**config.mk**
```make
export PLATFORM = sky130hd
export DESIGN_NAME = bcd_dual_counter
export DESIGN_NICKNAME = d
export VERILOG_FILES = /design/src/rtl/bcd_pkg.sv /design/src/rtl/edge_fall.sv /design/src/rtl/count_stage.sv /design/src/rtl/bcd_dual_counter.sv
export SDC_FILE = /design/constraint.sdc
export NUM_CORES = 1
export LEC_CHECK = 0
export CORE_AREA = 2 2 39 41
export DETAILED_ROUTE_END_ITERATION = 6
export DIE_AREA = 0 0 41 43
export GPL_TIMING_DRIVEN = 0
export SYNTH_ARGS = -nofsm -noshare
export SYNTH_HDL_FRONTEND = slang
export SYNTH_SLANG_ARGS = --single-unit
```
**constraint.sdc**
```tcl
create_clock -name clk -period 1.4 [get_ports clk]
set_clock_uncertainty 0.2 [all_clocks]
set_input_delay 0.21 -clock clk [delete_from_list [all_inputs] [get_ports clk]]
set_output_delay 0.21 -clock clk [all_outputs]
set_load 0.005 [all_outputs]
```
**src/rtl/bcd_pkg.sv**
```systemverilog
package bcd_pkg;
  typedef struct packed {
    logic zero;
    logic preset;
    logic ev;
  } stage_ctl_t;
endpackage

```
**src/rtl/edge_fall.sv**
```systemverilog
module edge_fall #(
  parameter int N = 2
) (
  input  logic         clk,
  input  logic         rst,
  input  logic [N-1:0] din,
  output logic [N-1:0] fall
);
  logic [N-1:0] hist;

  for (genvar i = 0; i < N; i++) begin : g_bit
    always_ff @(posedge clk) begin
      if (rst) hist[i] <= 1'b0;
      else     hist[i] <= din[i];
    end
    assign fall[i] = hist[i] & ~din[i];
  end
endmodule

```
**src/rtl/count_stage.sv**
```systemverilog
module count_stage
  import bcd_pkg::*;
#(
  parameter int MOD    = 5,
  parameter int PRESET = MOD - 1,
  localparam int W     = (MOD > 2) ? $clog2(MOD) : 1
) (
  input  logic         clk,
  input  stage_ctl_t   ctl,
  output logic [W-1:0] q
);
  logic [W-1:0] nxt;

  if (MOD == 2) begin : g_toggle
    assign nxt = ~q;
  end else begin : g_modn
    assign nxt = (q >= W'(MOD - 1)) ? '0 : q + W'(1);
    AST_IN_RANGE: assert property (@(posedge clk) disable iff (ctl.zero)
      q < W'(MOD));
  end

  always_ff @(posedge clk) begin
    if (ctl.zero)        q <= '0;
    else if (ctl.preset) q <= W'(PRESET);
    else if (ctl.ev)     q <= nxt;
  end

  AST_HOLD_NO_EVENT: assert property (@(posedge clk) disable iff (ctl.zero)
    (!ctl.ev && !ctl.preset) |=> $stable(q));
  AST_WRAP_TO_ZERO: assert property (@(posedge clk) disable iff (ctl.zero)
    (ctl.ev && !ctl.preset && q == W'(MOD - 1)) |=> q == '0);
  AST_MOVES_ON_EVENT: assert property (@(posedge clk) disable iff (ctl.zero)
    (ctl.ev && !ctl.preset) |=> q != $past(q));
endmodule

```
**src/rtl/bcd_dual_counter.sv**
```systemverilog
module bcd_dual_counter
  import bcd_pkg::*;
#(
  parameter int HI_MOD = 5,
  localparam int HI_W  = $clog2(HI_MOD)
) (
  input  logic            clk,
  input  logic            rst,
  input  logic            strobe_a,
  input  logic            strobe_b,
  input  logic            chain_en,
  input  logic            clear_zero,
  input  logic            set_nine,
  output logic            q_lo,
  output logic [HI_W-1:0] q_hi
);
  logic [1:0] fall;
  logic       carry;
  stage_ctl_t ctl_lo, ctl_hi;

  edge_fall #(.N(2)) u_edges (
    .clk  (clk),
    .rst  (rst),
    .din  ({strobe_b, strobe_a}),
    .fall (fall)
  );

  assign carry = fall[0] & q_lo;

  always_comb begin
    ctl_lo.zero   = rst | clear_zero;
    ctl_lo.preset = set_nine;
    ctl_lo.ev     = fall[0];
    ctl_hi.zero   = rst | clear_zero;
    ctl_hi.preset = set_nine;
    ctl_hi.ev     = chain_en ? carry : fall[1];
  end

  count_stage #(.MOD(2), .PRESET(1)) u_lo (
    .clk (clk),
    .ctl (ctl_lo),
    .q   (q_lo)
  );

  count_stage #(.MOD(HI_MOD), .PRESET(HI_MOD - 1)) u_hi (
    .clk (clk),
    .ctl (ctl_hi),
    .q   (q_hi)
  );

  AST_CLEAR_WINS: assert property (@(posedge clk) disable iff (rst)
    clear_zero |=> (!q_lo && q_hi == '0));
  AST_SET_NINE: assert property (@(posedge clk) disable iff (rst)
    (set_nine && !clear_zero) |=> (q_lo && q_hi == HI_W'(HI_MOD - 1)));
  AST_CHAIN_STEP: assert property (@(posedge clk) disable iff (rst)
    (chain_en && !clear_zero && !set_nine && fall[0] && q_lo) |=> q_hi != $past(q_hi));
  AST_CHAIN_IGNORES_B: assert property (@(posedge clk) disable iff (rst)
    (chain_en && !clear_zero && !set_nine && !(fall[0] && q_lo)) |=> $stable(q_hi));
  AST_SPLIT_HI: assert property (@(posedge clk) disable iff (rst)
    (!chain_en && !clear_zero && !set_nine && !fall[1]) |=> $stable(q_hi));
  AST_SPLIT_LO: assert property (@(posedge clk) disable iff (rst)
    (!clear_zero && !set_nine && !fall[0]) |=> $stable(q_lo));
endmodule

```
# After elaboration in Yosys (flattened, before gate mapping)
# Cells that the tools add are included.
# word_totals
latch_bits	0
n_memories	0
inputBits	7
mem_bits_rw	0
register_bits	6
romBits	0
word_cells	23
output_inout_bits	4
# op_classes
addsub	1
n_shift	0
n_eq_ne	0
multipliers	0
n_div	0
n_bitwise	7
order_cmp	1
n_mux	6
n_reduce_logical	3
# ops
operator	n
two-way mux 3 bit	3
nonzero test 2 bit	2
adder 3 x 1 -> 3 bit (second input constant)	1
bitwise AND 1 bit	3
greater-or-equal comparator 3 bit (second input constant)	1
two-way mux 1 bit	3
inverter 1 bit	3
OR reduction 2 bit	1
bitwise OR 1 bit	1

# Longest topological paths before layout
# Gate-level depths: netlist of the first run.
# logic_depth
word_depth	6
mapped_depth	5
depth_no_buf	5

# Cells and area by module
# From an unflattened synthesis of the first run, not the netlist that was laid out.
# hier_totals
cells_unflattened	31
area_unflattened_um2	290.3
# modules_own_cells
mod	instances	area_per_inst_um2	cells_per_inst	seq_area_each_um2
count_stage (u_hi)	1	165.2	17	60.1
edge_fall	1	67.6	6	40.0
count_stage (u_lo)	1	37.5	4	20.0
bcd_dual_counter	1	20.0	4	0.0

# Worst setup path before layout of the first run
# No wires, ideal clock.
# synth_timing
kind	reg2reg
startpoint	register u_hi.q[0]
endpoint	register u_hi.q[1]
setup_slack_ns	0.134
required_time_ns	1.081
n_path_buf	0
path_stages_with_launch	6
setup_time_ns	0.119
t_arrival_ns	0.947
synth_period_minus_slack_ns	1.266
cell_sequence	dfxtp_1 inv_1 ha_1 nor2b_1 o21ai_0 a21oi_1
# synth_between
elab_chain_len	2
elab_cells_between_ends	3
cone_classes	add/sub (1); order compare (1); mux (1)
# synth_rtl
element	line	text
start: declaration	count_stage.sv:10	output logic [W-1:0] q
start signal: assignment	count_stage.sv:24	else if (ctl.preset) q <= W'(PRESET);
start signal: assignment	count_stage.sv:25	else if (ctl.ev) q <= nxt;
adder 3 x 1 -> 3 bit or greater-or-equal comparator 3 bit (tied branches)	count_stage.sv:17	assign nxt = (q >= W'(MOD - 1)) ? '0 : q + W'(1);
two-way mux 3 bit (*)	count_stage.sv:17	
# Every way passes the cells marked *; elsewhere a longest branch is shown, timed or not.
# A chain may end at the register's enable or synchronous reset.

# Final worst setup path of the first run
# layout_timing
startpoint	register u_hi.q[0]
endpoint	register u_hi.q[2]
# layout_between
elab_chain_len	4
elab_cells_between_ends	5
cone_classes	add/sub (1); order compare (1); mux (3)
# layout_rtl
element	line
adder 3 x 1 -> 3 bit or greater-or-equal comparator 3 bit (tied branches)	count_stage.sv:17
two-way mux 3 bit (*)	count_stage.sv:17
two-way mux 3 bit (*)	count_stage.sv:25
two-way mux 3 bit (*)	count_stage.sv:24
# Every way passes the cells marked *; elsewhere a longest branch is shown, timed or not. The select of a mux whose other input is x is not followed.

==> results by group, run 1 <==
Clocking
  – Worst-Skew Late Latency: 240 ps
  – CTS H-tree lvls: 1
  – CTS Sinks: 6
  – Clock Root Buffer: clkbuf_4
  – CTS tree: built
  – Bufs on Longest Clock Path: 2
  – Cts bufs inserted: 3
  – Clk slew on worst S/H paths: 50 ps

Power and ir drop
  – Cell Pwr Density: 821 nW/um2
  – Pleak: 0.000212 uW
  – Maximum vdd ir drop: 0.664 mV

STA
  – Slew @ Worst Pin: 193 ps
  – Period minus WS final: 1320 ps
  – Setup violations, final: 0
  – Final Hold Fails: 0
  – Final hold slack: 88.8 ps
  – Max-slew violation count: 0
  – Slew margin rel.: 87.1%
  – F_max: 757 MHz
  – Fin crit share: 94.4%
  – RSZ-0062 raised after global routing: false

Placement
  – I/O Buffers: 10
  – Gp weighted congestion: 0.749
  – Post-DP Area: 425 um2
  – Detailed placement HPWL: 475 um

Yosys
  – Syn_nets: 43
  – Syn avg cell area: 8.98 um2
  – Synth Area in Simple Gates: 30.3%
  – Post-synthesis mux area share: 0%
  – Mapped Area: 305 um2
  – Main combinational cell family by area after synthesis: simple AND/OR/NAND/NOR gates
  – Area fraction in compound gates after synthesis: 15.6%
  – Synth Area in Adders: 8.20%
  – Synthesis warning total: 0
  – Cells after Synth: 34
  – Xor/xnor cell area share of the yosys netlist: 2.87%
  – Count of cell types in the netlist: 17
  – #FFs+latches synth: 6
  – Sequential area share after synthesis: 39.3%

Cells and area
  – Share of layout cells above drive strength 1: 24.5%
  – Fillcell total: 155
  – Final Instance Area: 475 um2
  – Layout area overhead: 55.7%
  – Antenna Cells: 0
  – Layout Nets: 60

Global routing
  – GRT Util Overall: 9.98%
  – Largest net degree at the start of global routing: 5
  – Initial antenna violation count: 0
  – Number of global-route vias before repair: 273
  – First-pass GRT wire length: 1.13 mm
  – Grt total ovfl: 0

Route
  – DRC viols: 0
  – Vias per inst: 4.40
  – Routed len/inst: 10.2 um
  – Routed WL: 666 um
  – 1st-iter DRT viols: 4
  – DR pass1 iterations: 4
  – Total vias in the final route: 286
  – Post-route ant nets: 0

Worst setup path
  – Worst setup SP type: flip-flop
  – Setup CP Type: reg -> reg
  – Critical Path End Type: flip-flop
  – Reg-to-reg slack, setup: 80 ps
  – Arrival @ worst endpoint: 1270 ps
  – CP max FO: 4
  – Critical Path RT: 1350 ps

Die
  – Die area: 1760 um2
  – Die Wd: 41 um
  – FP Rows: 14
  – Core area: 1380 um2
  – Initial core utilization: 22.1%
  – I/O pins: 11
  – DIE HEIGHT: 43 um

Run status
  – Status: completed

Job
  – Max_cap viols: 0

Min path
  – Tightest Hold Check Type: in -> reg
-- cells by family (layout without fill, tap and decap cells) --
logic type,Yosys count,count (layout)
AND/OR/NAND/NOR,15,15
AO/OA/AOI/OAI,7,7
flip-flops,6,6
buffers and inverters,3,18
adder cells (fa/ha/maj),2,2
XOR/XNOR,1,1
-- state kept, by name, summed over array words and instances, names as in the netlist --
name and count:
u_edges.hist 2, u_hi.q 3, u_lo.q 1
-- stage by stage --
step	utilization [%]	power [uW]	std cells	worst slack [ps]	TNS, ps
after floorplan	-	201	34	134	0
after global placement	30.7	231	60	-261	-587
after detailed placement	30.7	231	60	-257	-609
after CTS	33.5	395	65	-3.44	-3.44
after global routing	34.4	415	65	1.97	0
final	34.4	390	65	78.3	0
-- worst paths after layout --
| check | startpoint | end | cells after the start |
|---|---|---|---|
| setup reg to reg | u_hi.q[0]$_SDFFE_PP0P_ | u_hi.q[2]$_SDFFE_PP0P_ | 5 |
| hold / removal | strobe_b | u_edges.hist[1]$_SDFF_PP0_ | 2 |
| hold reg to reg | u_hi.q[1]$_SDFFE_PP0P_ | u_hi.q[1]$_SDFFE_PP0P_ | 2 |
| setup / recovery | u_hi.q[0]$_SDFFE_PP0P_ | u_hi.q[2]$_SDFFE_PP0P_ | 5 |
-- report_power, final --
part / total [uW] / leakage (uW) / switching [uW] / internal, uW
clock network: 160 / 0.0000138 / 63.1 / 97.0
logic: 47.8 / 0.000147 / 18.3 / 29.5
registers: 183 / 0.0000510 / 4.14 / 178
-- placed cells by master, fill, tap and decap left out, drive strengths merged --
| cell | count |
|---|---|
| a21boi | 1 |
| a21oi | 2 |
| a311oi | 1 |
| and4b | 1 |
| buf | 2 |
| clkbuf | 3 |
| clkdlybuf4s50 | 4 |
| dfxtp | 6 |
| dlygate4sd2 | 4 |
| dlymetal6s2s | 2 |
| ha | 2 |
| inv | 3 |
| nand2 | 1 |
| nand3 | 3 |
| nand4b | 1 |
| nor2 | 2 |
| nor2b | 5 |
| nor3b | 1 |
| o21ai | 3 |
| or3b | 1 |
| xnor2 | 1 |
-- area by class of cell --
type                       instances  area (um2)  share of cell area, %
multi-input combinational         25         181                   38.2
timing repair buffer              12         115                   24.2
inverter                           3        11.3                   2.37
tap                               16        20.0                   4.21
sequential                         6         125                   26.3
clock buffer                       3        22.5                   4.74
-- routing by layer --
metal / wire, um / GRT usage, % / vias to the layer above
li1: - / - / 147
met1: 307 / 12.7 / 128
met2: 301 / 13.1 / 11
met3: 57 / 6.28 / 0
met4: 0 / 4.00 / 0
met5: 0 / 0 / -
-- synthesized netlist by cell type --
cell type	count	area, um2
a21oi_1	2	10.0
a311oi_2	1	15.0
nand2_1	1	3.75
xnor2_1	1	8.76
nand4b_1	1	8.76
nor3b_1	1	7.51
nor2_1	2	7.51
nor2b_1	5	31.3
inv_1	3	11.3
or3b_1	1	8.76
a21boi_0	1	7.51
o21ai_1	1	5.00
nand3_1	3	15.0
dfxtp_1	6	120
ha_1	2	25.0
and4b_1	1	10.0
o21ai_0	2	10.0
-- repair_timing --
item / CTS / global route
hold buffers: 0 / 0
setup endpoints to repair: 4 / 3
gates resized for setup: 8 / 5
pin swaps: 0 / 2
buffers inserted: 2 / 0
-- worst max-delay path, cell delays in order (launching register included) --
cell and delay, ps:
dfxtp_2 320, buf_4 110, ha_1 130, nor2b_1 130
o21ai_1 110, a311oi_2 230
No activity file was read; power rests on OpenSTA's default activity.
==> inputs of run 2 (changes only) <==
SYNTH_HIERARCHICAL = 1   (was not set)
clock period = 1.6 ns   (was 1.4 ns; I/O delays follow)
==> run 2 against run 1 <==
Effect of this change:
- sequential share of layout area shrank 0.13 points
- flip-flop and latch count is the same
- non-clock buffer count grew 1
- area after synthesis shrank 4.9%
- cell count shrank 3.1%
- register-to-register slack gained 30 ps
- largest cell class unchanged
==> results by group, run 2 <==
Run status
  – Status: completed

Worst setup path
  – Critical Path RT: 1160 ps
  – R2R Path Start: u_edges/hist[0]$_SDFF_PP0_
  – CP top delay family: buffers and inverters
  – Setup CP Type: reg -> out
  – Critical Path End: q_hi[0]
  – CP max stage cell: clkdlybuf4s50_1
  – CP Cell Sequence: clkdlybuf4s50_1
  – Worst setup SP type: flip-flop
  – Critical Path End Type: output port
  – R2r endpoint: u_hi/q[0]$_SDFFE_PP0P_
  – CP max FO: 5
  – Arrival @ worst endpoint: 1130 ps
  – Worst Path Buf+Inv: 1
  – Reg-to-reg slack, setup: 110 ps
  – Worst path max stage delay: 520 ps
  – CP Launch Point: u_hi/q[0]$_SDFFE_PP0P_
  – Worst r2r path cells: 5
  – Critical path depth: 1

Route
  – DR pass1 iterations: 3
  – Vias per inst: 4.27
  – Routed len/inst: 9.94 um
  – 1st-iter DRT viols: 7
  – DRC viols: 0
  – Post-route ant nets: 0
  – Routed WL: 626 um
  – Total vias in the final route: 269

Cells and area
  – Share of layout cells above drive strength 1: 29.8%
  – Layout Nets: 58
  – Fillcell total: 152
  – Antenna Cells: 0
  – Regs by FF count: u_hi/q x3, u_edges/hist x2, u_lo/q x1
  – Sequential Area: 124 um2
  – Multi-input logic area: 163 um2
  – Layout area overhead: 62.9%
  – Commonest non-fill, non-tap cells in the layout: clkdlybuf4s50_1 (9), inv_1 (5)
  – Final Instance Area: 473 um2
  – Most common cell after layout, fill and taps aside: clkdlybuf4s50_1
  – Largest reg by FF count: u_hi/q
  – Max reg flops: 3

Clocking
  – CTS Sinks: 6
  – CTS tree: built
  – Clock Root Buffer: clkbuf_4
  – Worst-Skew Late Latency: 240 ps
  – Bufs on Longest Clock Path: 2
  – CTS H-tree lvls: 1
  – Clk slew on worst S/H paths: 40 ps
  – Cts bufs inserted: 3

Die
  – Initial core utilization: 21.0%
  – Die Wd: 41 um
  – Core area: 1380 um2
  – I/O pins: 11
  – Die area: 1760 um2
  – FP Rows: 14
  – DIE HEIGHT: 43 um

Yosys
  – Synthesis warning total: 6
  – Area contributors post-synth: dfxtp_1 (41%), ha_1 (8.6%), inv_1 (6.5%), nand2b_1 (6.5%), nor2b_1 (6.5%)
  – EDFF count, synth: 0
  – Synth area leader: dfxtp_1
  – Count of cell types in the netlist: 16
  – FFs w/ async S/R, synth: 0%
  – Syn_nets: 40
  – Syn avg cell area: 9.36 um2
  – Cells after Synth: 31
  – Mapped Area: 290 um2
  – Sequential area share after synthesis: 41.4%
  – Post-synth top area share: 41.4%
  – Top-count cell post-synth: dfxtp_1
  – Ys flop type: dfxtp_1
  – List of most frequent post-synthesis cells: dfxtp_1 (6), inv_1 (5), nand2b_1 (3), nor2b_1 (3)
  – #FFs+latches synth: 6

Job
  – Max_cap viols: 0

STA
  – F_max: 637 MHz
  – Slew @ Worst Pin: 178 ps
  – RSZ-0062 raised after global routing: true
  – Max-slew violation count: 0
  – Final Hold Fails: 0
  – Period minus WS final: 1570 ps
  – Fin crit share: 98.1%
  – Slew margin rel.: 88.1%
  – Setup violations, final: 0

Power and ir drop
  – Final total power: 339 uW
  – Pleak: 0.000185 uW
  – Combinational power share: 13.4%
  – Switching share of total power: 20.3%
  – Maximum vdd ir drop: 0.292 mV
  – Cell Pwr Density: 716 nW/um2
  – Share of power burned in registers: 47.1%
  – Sw power: 68.7 uW
  – Internal: 270 uW
  – Clock group share of total power: 39.5%

Min path
  – Worst Hold Depth: 2
  – Tightest Hold Check Type: in -> reg

Global routing
  – Grt total ovfl: 0
  – GRT Util Overall: 8.24%
  – Number of global-route vias before repair: 239
  – Initial antenna violation count: 0
  – First-pass GRT wire length: 945 um
  – Largest net degree at the start of global routing: 6

Placement
  – Gp weighted congestion: 0.715
  – Post-DP Area: 410 um2
  – I/O Buffers: 10
  – Detailed placement HPWL: 373 um
run 2: cell count changes in the layout (fill, tap and decap cells not counted), sizes merged, moves of 2 or more:
cell | before | now
a211oi | 0 | 2
nor2 | 2 | 0
clkdlybuf4s50 | 4 | 9
inv | 3 | 5
o21ai | 3 | 1
nand3b | 0 | 2
nand3 | 3 | 1
dlygate4sd2 | 4 | 0
nand2b | 0 | 3
run 2: worst min-delay path by stage:
stage                      startpoint                          to  slack [ps]
5_1_grt                      strobe_a  u_edges/hist[0]$_SDFF_PP0_          80
4_1_cts        u_hi/q[1]$_SDFFE_PP0P_      u_hi/q[1]$_SDFFE_PP0P_         320
3_3_place_gp   u_hi/q[1]$_SDFFE_PP0P_      u_hi/q[1]$_SDFFE_PP0P_         300
2_1_floorplan                     rst  u_edges/hist[1]$_SDFF_PP0_         110
6_report                     strobe_a  u_edges/hist[0]$_SDFF_PP0_          80
3_5_place_dp   u_hi/q[1]$_SDFFE_PP0P_      u_hi/q[1]$_SDFFE_PP0P_         310
run 2: kinds of logic (layout without fill, tap and decap cells):
group	Yosys count	after routing	synth area share [%]
AND/OR/NAND/NOR	12	12	28.0
adder cells (fa/ha/maj)	2	2	8.62
XOR/XNOR	1	1	3.02
AO/OA/AOI/OAI	5	5	12.5
buffers and inverters	5	21	6.47
flip-flops	6	6	41.4
run 2: repair_timing:
| action | in CTS | in global routing |
|---|---|---|
| endpoints found under the setup margin | 1 | 4 |
| pin swaps | 1 | 0 |
| buffers inserted | 2 | 1 |
| gates resized for setup | 2 | 5 |
| hold buffers | 0 | 0 |
run 2: metrics by stage:
stage / worst slack, ps / hold WS (ps) / std cells / utilization (%) / setup TNS, ps
2_1_floorplan: 99.2 / 106 / 31 / - / 0
3_3_place_gp: -365 / 303 / 57 / 29.7 / -587
4_1_cts: 1.94 / 321 / 62 / 32.8 / 0
6_report: 30.3 / 76.9 / 63 / 34.2 / 0
3_5_place_dp: -373 / 312 / 57 / 29.7 / -612
5_1_grt: -24.0 / 80.2 / 63 / 34.2 / -44.6
run 2: layer usage:
layer  wire (um)  part of all wire [%]  global-route usage, %  vias up
met1         258                    41                   9.35      126
li1            -                     -                      -      134
met4           0                     0                   6.00        0
met5           0                     0                      0        -
met2         324                    52                   10.9        9
met3          43                   6.9                   4.71        0
run 2: area by class of cell:
type	instances	share of cell area, %
timing repair buffer	13	26.5
multi-input combinational	20	34.4
sequential	6	26.2
tap	16	4.23
clock buffer	3	4.76
inverter	5	3.97
run 2: power groups by stage:
stage               combinational [uW]  clock [uW]  sequential (uW)
finish                            45.4         134              160
global route                      48.5         148              160
CTS                               43.1         142              159
detailed placement                39.0           0              161
global placement                  38.6           0              162
floorplan                         14.1           0              161
